$ cat config.mk
export PLATFORM = sky130hd
export DESIGN_NAME = baugh_wooley_mul
export DESIGN_NICKNAME = d
export VERILOG_FILES = /design/src/rtl/bwm_pkg.sv /design/src/rtl/bwm_fa.sv /design/src/rtl/bwm_ha.sv /design/src/rtl/bwm_pp_gen.sv /design/src/rtl/bwm_csa_array.sv /design/src/rtl/baugh_wooley_mul.sv
export SDC_FILE = /design/constraint.sdc
export NUM_CORES = 1
export LEC_CHECK = 0
export ABC_AREA = 1
export BUFFER_PORTS_ARGS = -buffer_cell sky130_fd_sc_hd__buf_4
export CORE_AREA = 2 2 39 41
export DETAILED_ROUTE_END_ITERATION = 16
export DIE_AREA = 0 0 41 43
export PLACE_DENSITY = 0.68
export SETUP_SLACK_MARGIN = 0.1
export SYNTH_ARGS = -nofsm -noshare
export SYNTH_HDL_FRONTEND = slang
export SYNTH_SLANG_ARGS = --single-unit
$ cat constraint.sdc
create_clock -name vclk -period 7.7
set_input_delay 0 -clock vclk [all_inputs]
set_output_delay 0 -clock vclk [all_outputs]
set_load 0.005 [all_outputs]
$ cat src/rtl/bwm_pkg.sv
package bwm_pkg;

  // Product width for a given operand width.
  function automatic int prod_width(input int width);
    return 2 * width;
  endfunction

  // A partial-product bit is complemented when exactly one of its two
  // factors is an operand sign bit.
  function automatic bit pp_is_inverted(input int col, input int row, input int width);
    return ((col == width - 1) != (row == width - 1));
  endfunction

  // Weight of the low correction constant.
  function automatic int low_const_pos(input int width);
    return width;
  endfunction

endpackage

$ cat src/rtl/bwm_fa.sv
module bwm_fa (
  input  logic a_i,
  input  logic b_i,
  input  logic c_i,
  output logic s_o,
  output logic co_o
);
  assign s_o  = a_i ^ b_i ^ c_i;
  assign co_o = (a_i & b_i) | (c_i & (a_i | b_i));
endmodule

$ cat src/rtl/bwm_ha.sv
module bwm_ha (
  input  logic a_i,
  input  logic b_i,
  output logic s_o,
  output logic co_o
);
  assign s_o  = a_i ^ b_i;
  assign co_o = a_i & b_i;
endmodule

$ cat src/rtl/bwm_pp_gen.sv
// Partial-product rows: row j holds x_i & y_j at column i+j, with the
// sign-crossing terms complemented.
module bwm_pp_gen #(
  parameter int WIDTH = 4,
  localparam int PW = bwm_pkg::prod_width(WIDTH)
) (
  input  logic [WIDTH-1:0]         x_i,
  input  logic [WIDTH-1:0]         y_i,
  output logic [WIDTH-1:0][PW-1:0] rows_o
);
  for (genvar j = 0; j < WIDTH; j++) begin : g_row
    for (genvar k = 0; k < PW; k++) begin : g_col
      if (k >= j && k < j + WIDTH) begin : g_term
        localparam bit INV = bwm_pkg::pp_is_inverted(k - j, j, WIDTH);
        if (INV) begin : g_inv
          assign rows_o[j][k] = ~(x_i[k-j] & y_i[j]);
        end else begin : g_pos
          assign rows_o[j][k] = x_i[k-j] & y_i[j];
        end
      end else begin : g_empty
        assign rows_o[j][k] = 1'b0;
      end
    end
  end
endmodule

$ cat src/rtl/bwm_csa_array.sv
// Carry-save reduction of the rows plus the constant row, then a ripple
// adder on the final sum/carry pair. Carries out of the top column drop.
module bwm_csa_array #(
  parameter int WIDTH = 4,
  localparam int PW = bwm_pkg::prod_width(WIDTH)
) (
  input  logic [WIDTH-1:0][PW-1:0] rows_i,
  output logic [PW-1:0]            sum_o
);
  localparam logic [PW-1:0] ONE  = {{(PW-1){1'b0}}, 1'b1};
  localparam logic [PW-1:0] KROW = (ONE << bwm_pkg::low_const_pos(WIDTH)) | (ONE << (PW - 1));

  logic [WIDTH-1:0][PW-1:0] s_vec;
  logic [WIDTH-1:0][PW-1:0] c_vec;

  assign s_vec[0] = rows_i[0];
  assign c_vec[0] = KROW;

  for (genvar j = 1; j < WIDTH; j++) begin : g_lvl
    assign c_vec[j][0] = 1'b0;
    for (genvar k = 0; k < PW - 1; k++) begin : g_cell
      bwm_fa u_fa (
        .a_i  (s_vec[j-1][k]),
        .b_i  (c_vec[j-1][k]),
        .c_i  (rows_i[j][k]),
        .s_o  (s_vec[j][k]),
        .co_o (c_vec[j][k+1])
      );
    end
    // top column: sum only
    assign s_vec[j][PW-1] = s_vec[j-1][PW-1] ^ c_vec[j-1][PW-1] ^ rows_i[j][PW-1];
  end

  // Final carry-propagate adder; column 0 never holds a carry.
  logic [PW-1:2] rc;
  assign sum_o[0] = s_vec[WIDTH-1][0];

  bwm_ha u_ha (
    .a_i  (s_vec[WIDTH-1][1]),
    .b_i  (c_vec[WIDTH-1][1]),
    .s_o  (sum_o[1]),
    .co_o (rc[2])
  );

  for (genvar k = 2; k < PW - 1; k++) begin : g_rip
    bwm_fa u_fa (
      .a_i  (s_vec[WIDTH-1][k]),
      .b_i  (c_vec[WIDTH-1][k]),
      .c_i  (rc[k]),
      .s_o  (sum_o[k]),
      .co_o (rc[k+1])
    );
  end

  assign sum_o[PW-1] = s_vec[WIDTH-1][PW-1] ^ c_vec[WIDTH-1][PW-1] ^ rc[PW-1];
endmodule

$ cat src/rtl/baugh_wooley_mul.sv
module baugh_wooley_mul #(
  parameter int WIDTH = 4
) (
  input  logic [WIDTH-1:0]   multiplicand_i,
  input  logic [WIDTH-1:0]   multiplier_i,
  output logic [2*WIDTH-1:0] product_o
);
  localparam int PW = bwm_pkg::prod_width(WIDTH);

  logic [WIDTH-1:0][PW-1:0] rows;

  bwm_pp_gen #(.WIDTH(WIDTH)) u_pp (
    .x_i    (multiplicand_i),
    .y_i    (multiplier_i),
    .rows_o (rows)
  );

  bwm_csa_array #(.WIDTH(WIDTH)) u_arr (
    .rows_i (rows),
    .sum_o  (product_o)
  );
endmodule

**Yosys cells after proc, flatten, opt, wreduce, memory -nomap -nowiden**

Index checks and enable logic that the tools add are counted.

- Bitwise gates (word level): 84

Operator list:

| cell | count |
|---|---|
| 1-bit bitwise AND | 38 |
| 1-bit XOR | 23 |
| 1-bit bitwise OR | 16 |
| 1-bit NOT | 7 |

- Word-level logic and storage cells: 84
- Input port bits: 8
- Bits in registers: 0
- Output and inout bits: 8

**Longest topological paths before layout**

Gate-level depths: netlist of the first run.

- Depth after elaboration: 15
- Depth in mapped cells: 15
- Depth with buffers taken out: 15

**Hierarchy**

From an unflattened synthesis of the first run, not the netlist that was laid out.

- Cell total of the unflattened synthesis: 100
- Area, all modules: 889.6 µm²

Modules (own cells, without submodules):

| module | instances | area an instance (µm²) | cells each | sequential area each (µm²) |
|---|---|---|---|---|
| bwm_fa | 26 | 20.0 | 1 | 0.0 |
| bwm_pp_gen | 1 | 221.5 | 43 | 0.0 |
| bwm_csa_array | 1 | 135.1 | 30 | 0.0 |
| bwm_ha | 1 | 12.5 | 1 | 0.0 |

**Least setup slack after synthesis of the first run**

Ideal clock, no wire load.

- Kind: input-to-output
- Start: input multiplicand_i[2]
- End: output product_o[6]
- Buffers on the path: 1
- Arrival: 2435 ps
- Data required time: 7700 ps
- Stages: 13
- Path slack: 5265 ps
- Path through: nand2_1 > inv_1 > ha_1 > inv_1 > fa_1 > fa_1 > inv_1 > ha_1 > inv_1 > fa_1 > inv_1 > fa_1 > buf_4

- Word-level cells in the longest chain between the ends: 12
- Elaborated cells between the ends (all ways): 48
- Classes of those cells: 48 x bitwise

RTL lines:

| element | RTL line | text |
|---|---|---|
| start, declared | baugh_wooley_mul.sv:4 | `input logic [WIDTH-1:0] multiplicand_i,` |
| 1-bit bitwise AND | bwm_pp_gen.sv:18 | `assign rows_o[j][k] = x_i[k-j] & y_i[j];` |
| 1-bit XOR / 1-bit bitwise AND (equally long branches) | bwm_fa.sv:8, bwm_fa.sv:9 |  |
| 1-bit bitwise OR | bwm_fa.sv:9 | `assign co_o = (a_i & b_i) \| (c_i & (a_i \| b_i));` |
| 1-bit bitwise AND | bwm_fa.sv:9 |  |
| 1-bit bitwise OR (2 in series) | bwm_fa.sv:9 |  |
| 1-bit bitwise AND | bwm_fa.sv:9 |  |
| 1-bit bitwise OR | bwm_fa.sv:9 |  |
| 1-bit bitwise AND / 1-bit bitwise OR (equally long branches) | bwm_fa.sv:9 |  |
| 1-bit bitwise AND | bwm_fa.sv:9 |  |
| 1-bit bitwise OR | bwm_fa.sv:9 |  |
| 1-bit XOR (*) | bwm_fa.sv:8 | `assign s_o = a_i ^ b_i ^ c_i;` |
| end, declared | baugh_wooley_mul.sv:6 | `output logic [2*WIDTH-1:0] product_o` |

Every way passes the cells marked *; elsewhere a longest branch is shown, timed or not.

**Worst setup path in the final report of the first run**

Same ends and word-level chain as after synthesis.

==> results of run 1 <==
-- worst max-delay path, cell delays in order --
cell and delay [ns]:
buf_4 0.13, nand2_1 0.06, inv_1 0.04, ha_1 0.27
inv_1 0.06, fa_1 0.44, fa_1 0.46, inv_1 0.07
ha_1 0.14, inv_1 0.05, fa_1 0.35, inv_1 0.07
fa_1 0.40, buf_4 0.14
-- final cells by class --
class | instances | share of cell area
Multi-Input combinational cell | 33 | 0.5671
Timing Repair Buffer | 16 | 0.2222
Inverter | 25 | 0.1736
Tap cell | 16 | 0.03704
-- placed cells by master, fill, tap and decap left out --
cell and n:
nand2_1 19, inv_1 25, ha_1 6, buf_4 16, fa_1 8
-- through the flow --
step | worst slack, ns | hold slack, ns | total power, mW | instances
final | 5.039 | 0.2732 | 0.05505 | 90
after global routing | 4.926 | 0.2892 | 0.06437 | 90
after CTS | 5.007 | 0.2763 | 0.05740 | 90
after detailed placement | 5.025 | 0.2768 | 0.05700 | 90
after floorplan | 5.265 | 0.1577 | 0.04358 | 65
after global placement | 5.041 | 0.2764 | 0.05592 | 90
-- worst paths after layout --
kind | startpoint | endpoint | slack, ns
worst max-delay path | multiplicand_i[2] | product_o[6] | 5.04
worst min-delay path | multiplicand_i[0] | product_o[0] | 0.27
-- where the power goes --
group	internal [mW]	total [mW]	leakage (nW)	switching, mW
Clock	0	0	0	0
Sequential	0	0	0	0
Combinational	0.0307	0.0550	0.362	0.0244
-- layer usage --
metal  global-route usage  vias to the layer above  part of all wire  routed length (um)
li1                     -                      188                 -                   -
met2               0.1406                        7              0.54                 332
met3                    0                        0             0.044                  27
met4                    0                        0                 0                   0
met5                    0                        -                 0                   0
met1               0.1089                      168              0.42                 260
-- cell families (layout without fill, tap and decap cells) --
| family | after synthesis | in the layout | synth area share |
|---|---|---|---|
| simple gates | 19 | 19 | 0.1575 |
| buf+inv | 32 | 41 | 0.3232 |
| fa+ha+maj | 14 | 14 | 0.5193 |
==> qor.yml, run 1 <==
yosys:
  synth_area_leaders: "fa_1 35%, inv_1 21%, ha_1 17%, nand2_1 16%, buf_4 12%"
  ys_warn_count: 0
  yosysMostFrequentCell: "inv_1"
  avgSynthCellArea_um2: 6.968
  synth_top_area_share: 0.3536
  ys_seq_area_frac: 0
  synth_commonest_cells: "25 x inv_1, 19 x nand2_1, 8 x fa_1, 7 x buf_4, 6 x ha_1"
  ys_types: 5
  synthCells: 65
  syn-num-nets: 87
  yosysTopAreaCell: "fa_1"
  synthesis.area_um2: 452.9
pwr:
  peakVddDrop_uv: 44.87
  p_leak_nw: 0.3625
  power_density_nw_per_um2: 101.8
placement:
  dpl.hpwl_um: 612.4
  gp_routability_congestion: 0.7395
  placed_cell_area_um2: 540.5
  port_buffers: 16
drt:
  wl_per_cell_um: 6.889
  drc_errors: 0
  ant_nets: 0
  viasPerCell: 4.033
  routed_wl_um: 620
  vias: 363
  first_iter_violations: 3
  first_pass_iters: 3
clock_tree:
  cts_hold_buf: 0
  cts-resized-gates: 0
  cts_setup_buffers: 0
run:
  maxCapViolCount: 0
global_route:
  antenna_found_initial: 0
  grt_usage: 0.07895
  grt_pass1_wl_um: 1062
  grt_max_degree: 5
  grt_pass1_vias: 303
  overflow: 0
timing:
  drv_slew: 0
  worstMarginPinSlew_ns: 0.1093
  rsz0062_at_grt: "no"
  period_needed_ns: 2.661
  fmax_mhz: 375.8
  final_hold_viol_count: 0
  fin_tns_setup_ns: 0
  setup_viol: 0
  post-route-period-util: 0.3456
  worst_slew_margin_rel: 0.9270
floorplan:
  core_um2: 1384
  initial_utilization: 0.3273
  die_area_um2: 1763
  ioPinCount: 16
  die_h_um: 43
  die_w_um: 41
  fp-row-count: 14
critical_path:
  cp-end-kind: "output pin"
  critPathRequiredTime_ns: 7.70
  critical_path_class: "in -> out"
  startpoint_type: "primary input"
  cp_max_fo: 4
  arrival_ns: 2.66
cells_and_area:
  syn_to_final_growth_pct: 19.34
  clkbuf_count: 0
  n_antenna_cell: 0
  seq_cell_count: 0
  fin_util: 0.3906
  final_area_um2: 540.5
  fin_nets: 98
  multiInputGateArea_um2: 306.5
  drive_above_1_share: 0.2162
  seqCellArea_um2: 0
  nFillCells: 163
hold_path:
  min_path_cells: 4
  hp-class: "in -> out"
outcome:
  status: "completed"
No activity file was read; power rests on OpenSTA's default activity.
==> run 2: changes to the inputs <==
==> constraint.sdc (replaced) <==
create_clock -name vclk -period 2.65
set_input_delay 0 -clock vclk [all_inputs]
set_output_delay 0 -clock vclk [all_outputs]
set_load 0.005 [all_outputs]
==> qor.yml, run 2 (synthesis results as in run 1) <==
outcome:
  status: "completed"
cells_and_area:
  n_antenna_cell: 0
  final_cells: 92
  seq_cell_count: 0
  final_common_cell: "inv_1"
  final_cell_mix: "19 x inv_1, 17 x nand2_1, 13 x buf_4"
  drive_above_1_share: 0.4342
  fin_util: 0.4421
  clkbuf_count: 0
  nFillCells: 149
  syn_to_final_growth_pct: 35.08
  fin_nets: 100
  seqCellArea_um2: 0
global_route:
  grt_pass1_vias: 350
  grt_pass1_wl_um: 1221
  overflow: 0
  antenna_found_initial: 0
  grt_max_degree: 5
  grt_usage: 0.09274
floorplan:
  die_h_um: 43
  ioPinCount: 16
  die_area_um2: 1763
  fp-row-count: 14
  die_w_um: 41
  initial_utilization: 0.3273
  core_um2: 1384
drt:
  routed_wl_um: 783
  vias: 376
  first_pass_iters: 1
  viasPerCell: 4.087
  ant_nets: 0
  first_iter_violations: 0
  wl_per_cell_um: 8.511
  drc_errors: 0
critical_path:
  startpoint_type: "primary input"
  cp-end-kind: "output pin"
  critPathLaunch: "multiplier_i[0]"
  arrival_ns: 2.50
  critPathRequiredTime_ns: 2.65
  cp_max_fo: 4
  critical_path_class: "in -> out"
timing:
  worstMarginPinSlew_ns: 0.1108
  final_hold_viol_count: 0
  fmax_mhz: 399.6
  fin_tns_setup_ns: 0
  rsz0062_at_grt: "yes"
  drv_slew: 0
  setup_viol: 0
  post-route-period-util: 0.9445
  period_needed_ns: 2.503
  worst_slew_margin_rel: 0.9259
  whs_ns: 0.2873
placement:
  numPlacedInstances: 92
  dpl.hpwl_um: 665.8
  port_buffers: 16
  gp_routability_congestion: 0.7558
run:
  maxCapViolCount: 0
hold_path:
  hp-class: "in -> out"
  min_path_cells: 4
  hold_end: "product_o[0]"
  hold_path_startpoint: "multiplicand_i[0]"
clock_tree:
  cts_setup_buffers: 0
pwr:
  power_density_nw_per_um2: 306.3
  peakVddDrop_uv: 174.8
  p_leak_nw: 0.3719
## run 2: worst max-delay path by stage
stage	end	slack, ns	cells past startpoint
4_1_cts	product_o[6]	0.10	14
3_3_place_gp	product_o[6]	0.01	14
5_1_grt	product_o[6]	0.06	13
2_1_floorplan	product_o[6]	0.22	13
3_5_place_dp	product_o[6]	-0.008	14
6_report	product_o[6]	0.15	13
## run 2: repair_timing
| item | CTS | global route |
|---|---|---|
| hold buffers | 0 | 0 |
| resized for setup | 5 | 17 |
| pin swaps | 4 | 9 |
| endpoints found under the setup margin | 2 | 2 |
## run 2: power breakdown
part	internal, mW	leakage [nW]	switching (mW)
Combinational	0.107	0.372	0.0809
Clock	0	0	0
Sequential	0	0	0
## run 2: stage by stage
stage | worst slack [ns] | power, mW | instance area, um^2
after floorplan | 0.2154 | 0.1266 | 452.9
after global placement | 0.009653 | 0.1643 | 555.5
after detailed placement | -0.007836 | 0.1683 | 555.5
after CTS | 0.1016 | 0.1736 | 568.0
after global routing | 0.05947 | 0.2162 | 611.8
final | 0.1472 | 0.1874 | 611.8
## run 2: final cells by class
class / count / area (um^2) / share of cell area
Multi-Input combinational cell: 33 / 344.1 / 0.5624
Timing Repair Buffer: 18 / 153.9 / 0.2515
Inverter: 25 / 93.84 / 0.1534
Tap cell: 16 / 20.02 / 0.03272
## run 2: critical path, stage by stage
cell and delay [ns]:
buf_6 0.11, nand2_4 0.07, ha_4 0.12, inv_2 0.03, fa_1 0.52, fa_1 0.41
inv_1 0.07, ha_2 0.16, inv_2 0.04, fa_2 0.35, inv_2 0.06, fa_2 0.43
buf_6 0.13
## run 2: routing by layer
metal	wire [um]	share of wire	up-vias	track usage
li1	-	-	191	-
met1	285	0.36	178	0.1140
met2	471	0.60	7	0.1781
met3	27	0.034	0	0
met4	0	0	0	0
met5	0	0	-	0
==> run 3: changes to the inputs <==
--- a/config.mk
+++ b/config.mk
@@ -10,7 +10,7 @@
 export CORE_AREA = 2 2 39 41
 export DETAILED_ROUTE_END_ITERATION = 16
 export DIE_AREA = 0 0 41 43
-export PLACE_DENSITY = 0.68
+export PLACE_DENSITY = 0.7
 export SETUP_SLACK_MARGIN = 0.1
 export SYNTH_ARGS = -nofsm -noshare
 export SYNTH_HDL_FRONTEND = slang
==> constraint.sdc (replaced) <==
create_clock -name vclk -period 2.05
set_input_delay 0 -clock vclk [all_inputs]
set_output_delay 0 -clock vclk [all_outputs]
set_load 0.005 [all_outputs]
==> qor.yml, run 3 (synthesis results as in run 1) <==
floorplan:
  die_area_um2: 1763
  initial_utilization: 0.3273
  ioPinCount: 16
  die_h_um: 43
  core_um2: 1384
  die_w_um: 41
  fp-row-count: 14
outcome:
  failed_checks: "negative setup slack"
  status: "complete, but fails checks"
run:
  maxCapViolCount: 0
global_route:
  grt_max_degree: 5
  grt_pass1_wl_um: 1538
  grt_pass1_vias: 399
  antenna_found_initial: 0
  overflow: 0
  grt_usage: 0.1204
timing:
  worstMarginPinSlew_ns: 0.1166
  period_needed_ns: 2.446
  worst_slew_margin_rel: 0.9221
  whs_ns: 0.3650
  drv_slew: 0
  final_hold_viol_count: 0
  post-route-period-util: 1.193
  rsz0062_at_grt: "yes"
  fmax_mhz: 408.8
  setup_viol: 3
  setup_ws_ns: -0.3961
placement:
  port_buffers: 16
  gp_routability_congestion: 0.7510
  dpl.hpwl_um: 708.7
critical_path:
  startpoint_type: "primary input"
  cp-end-kind: "output pin"
  critPathRequiredTime_ns: 2.05
  arrival_ns: 2.45
  critical_path_class: "in -> out"
  cp_max_fo: 3
cells_and_area:
  n_antenna_cell: 0
  drive_above_1_share: 0.4938
  fin_util: 0.4837
  seq_cell_count: 0
  fin_nets: 105
  final_cell_mix: "18 x buf_4, 17 x nand2_1, 16 x inv_1"
  final_common_cell: "buf_4"
  seqCellArea_um2: 0
  clkbuf_count: 0
  syn_to_final_growth_pct: 47.79
drt:
  vias: 393
  routed_wl_um: 790
  ant_nets: 0
  drc_errors: 0
  first_pass_iters: 2
  wl_per_cell_um: 8.144
  first_iter_violations: 1
  viasPerCell: 4.052
hold_path:
  hp-class: "in -> out"
pwr:
  finalPower_mw: 0.2757
  p_leak_nw: 0.4032
  peakVddDrop_uv: 315.6
  power_density_nw_per_um2: 411.9
-- run 3: cell types whose count changed in the layout (fill, tap and decap cells not counted), sizes merged --
| cell | previous run | this run |
|---|---|---|
| buf | 18 | 23 |
-- run 3: worst max-delay path, stage by stage --
cell	delay, ns
buf_8	0.10
nand2_4	0.05
inv_2	0.04
ha_4	0.25
inv_2	0.03
fa_2	0.33
fa_1	0.47
inv_2	0.08
ha_4	0.12
inv_2	0.03
fa_2	0.32
inv_2	0.06
fa_2	0.43
buf_6	0.13
-- run 3: what timing repair did --
action,CTS,global route
pin swaps,9,1
endpoints found under the setup margin,3,3
endpoints found under the hold margin,0,0
setup buffers,0,0
resized for setup,13,1
hold buffers,0,0
-- run 3: worst paths after layout --
path               from           end  slack, ns  depth (start not counted)
max   multiplicand_i[2]  product_o[6]      -0.40                         14
min     multiplier_i[0]  product_o[0]       0.37                          5
-- run 3: layout make-up --
| cell class | count | area (um^2) |
|---|---|---|
| Fill cell | 147 | 714.4 |
| Tap cell | 16 | 20.02 |
| Multi-Input combinational cell | 33 | 356.6 |
| Timing Repair Buffer | 23 | 198.9 |
| Inverter | 25 | 93.84 |
-- run 3: per-stage QoR --
step	setup TNS (ns)	cell area [um^2]	cells	setup WS, ns
after floorplan	-0.4980	485.5	65	-0.2642
after global placement	-1.163	625.6	97	-0.4917
after detailed placement	-1.199	625.6	97	-0.5235
after CTS	-0.8905	669.4	97	-0.4229
after global routing	-1.091	669.4	97	-0.4690
final	-0.8312	669.4	97	-0.3961
-- run 3: power by group --
group	switching [mW]	leakage [nW]	total, mW	internal (mW)
clock network	0	0	0	0
registers	0	0	0	0
logic	0.115	0.403	0.276	0.161
-- run 3: layer usage --
metal / global-route usage / share of wire
met5: 0 / 0
met3: 0 / 0.034
met1: 0.1518 / 0.36
met4: 0 / 0
met2: 0.2281 / 0.60
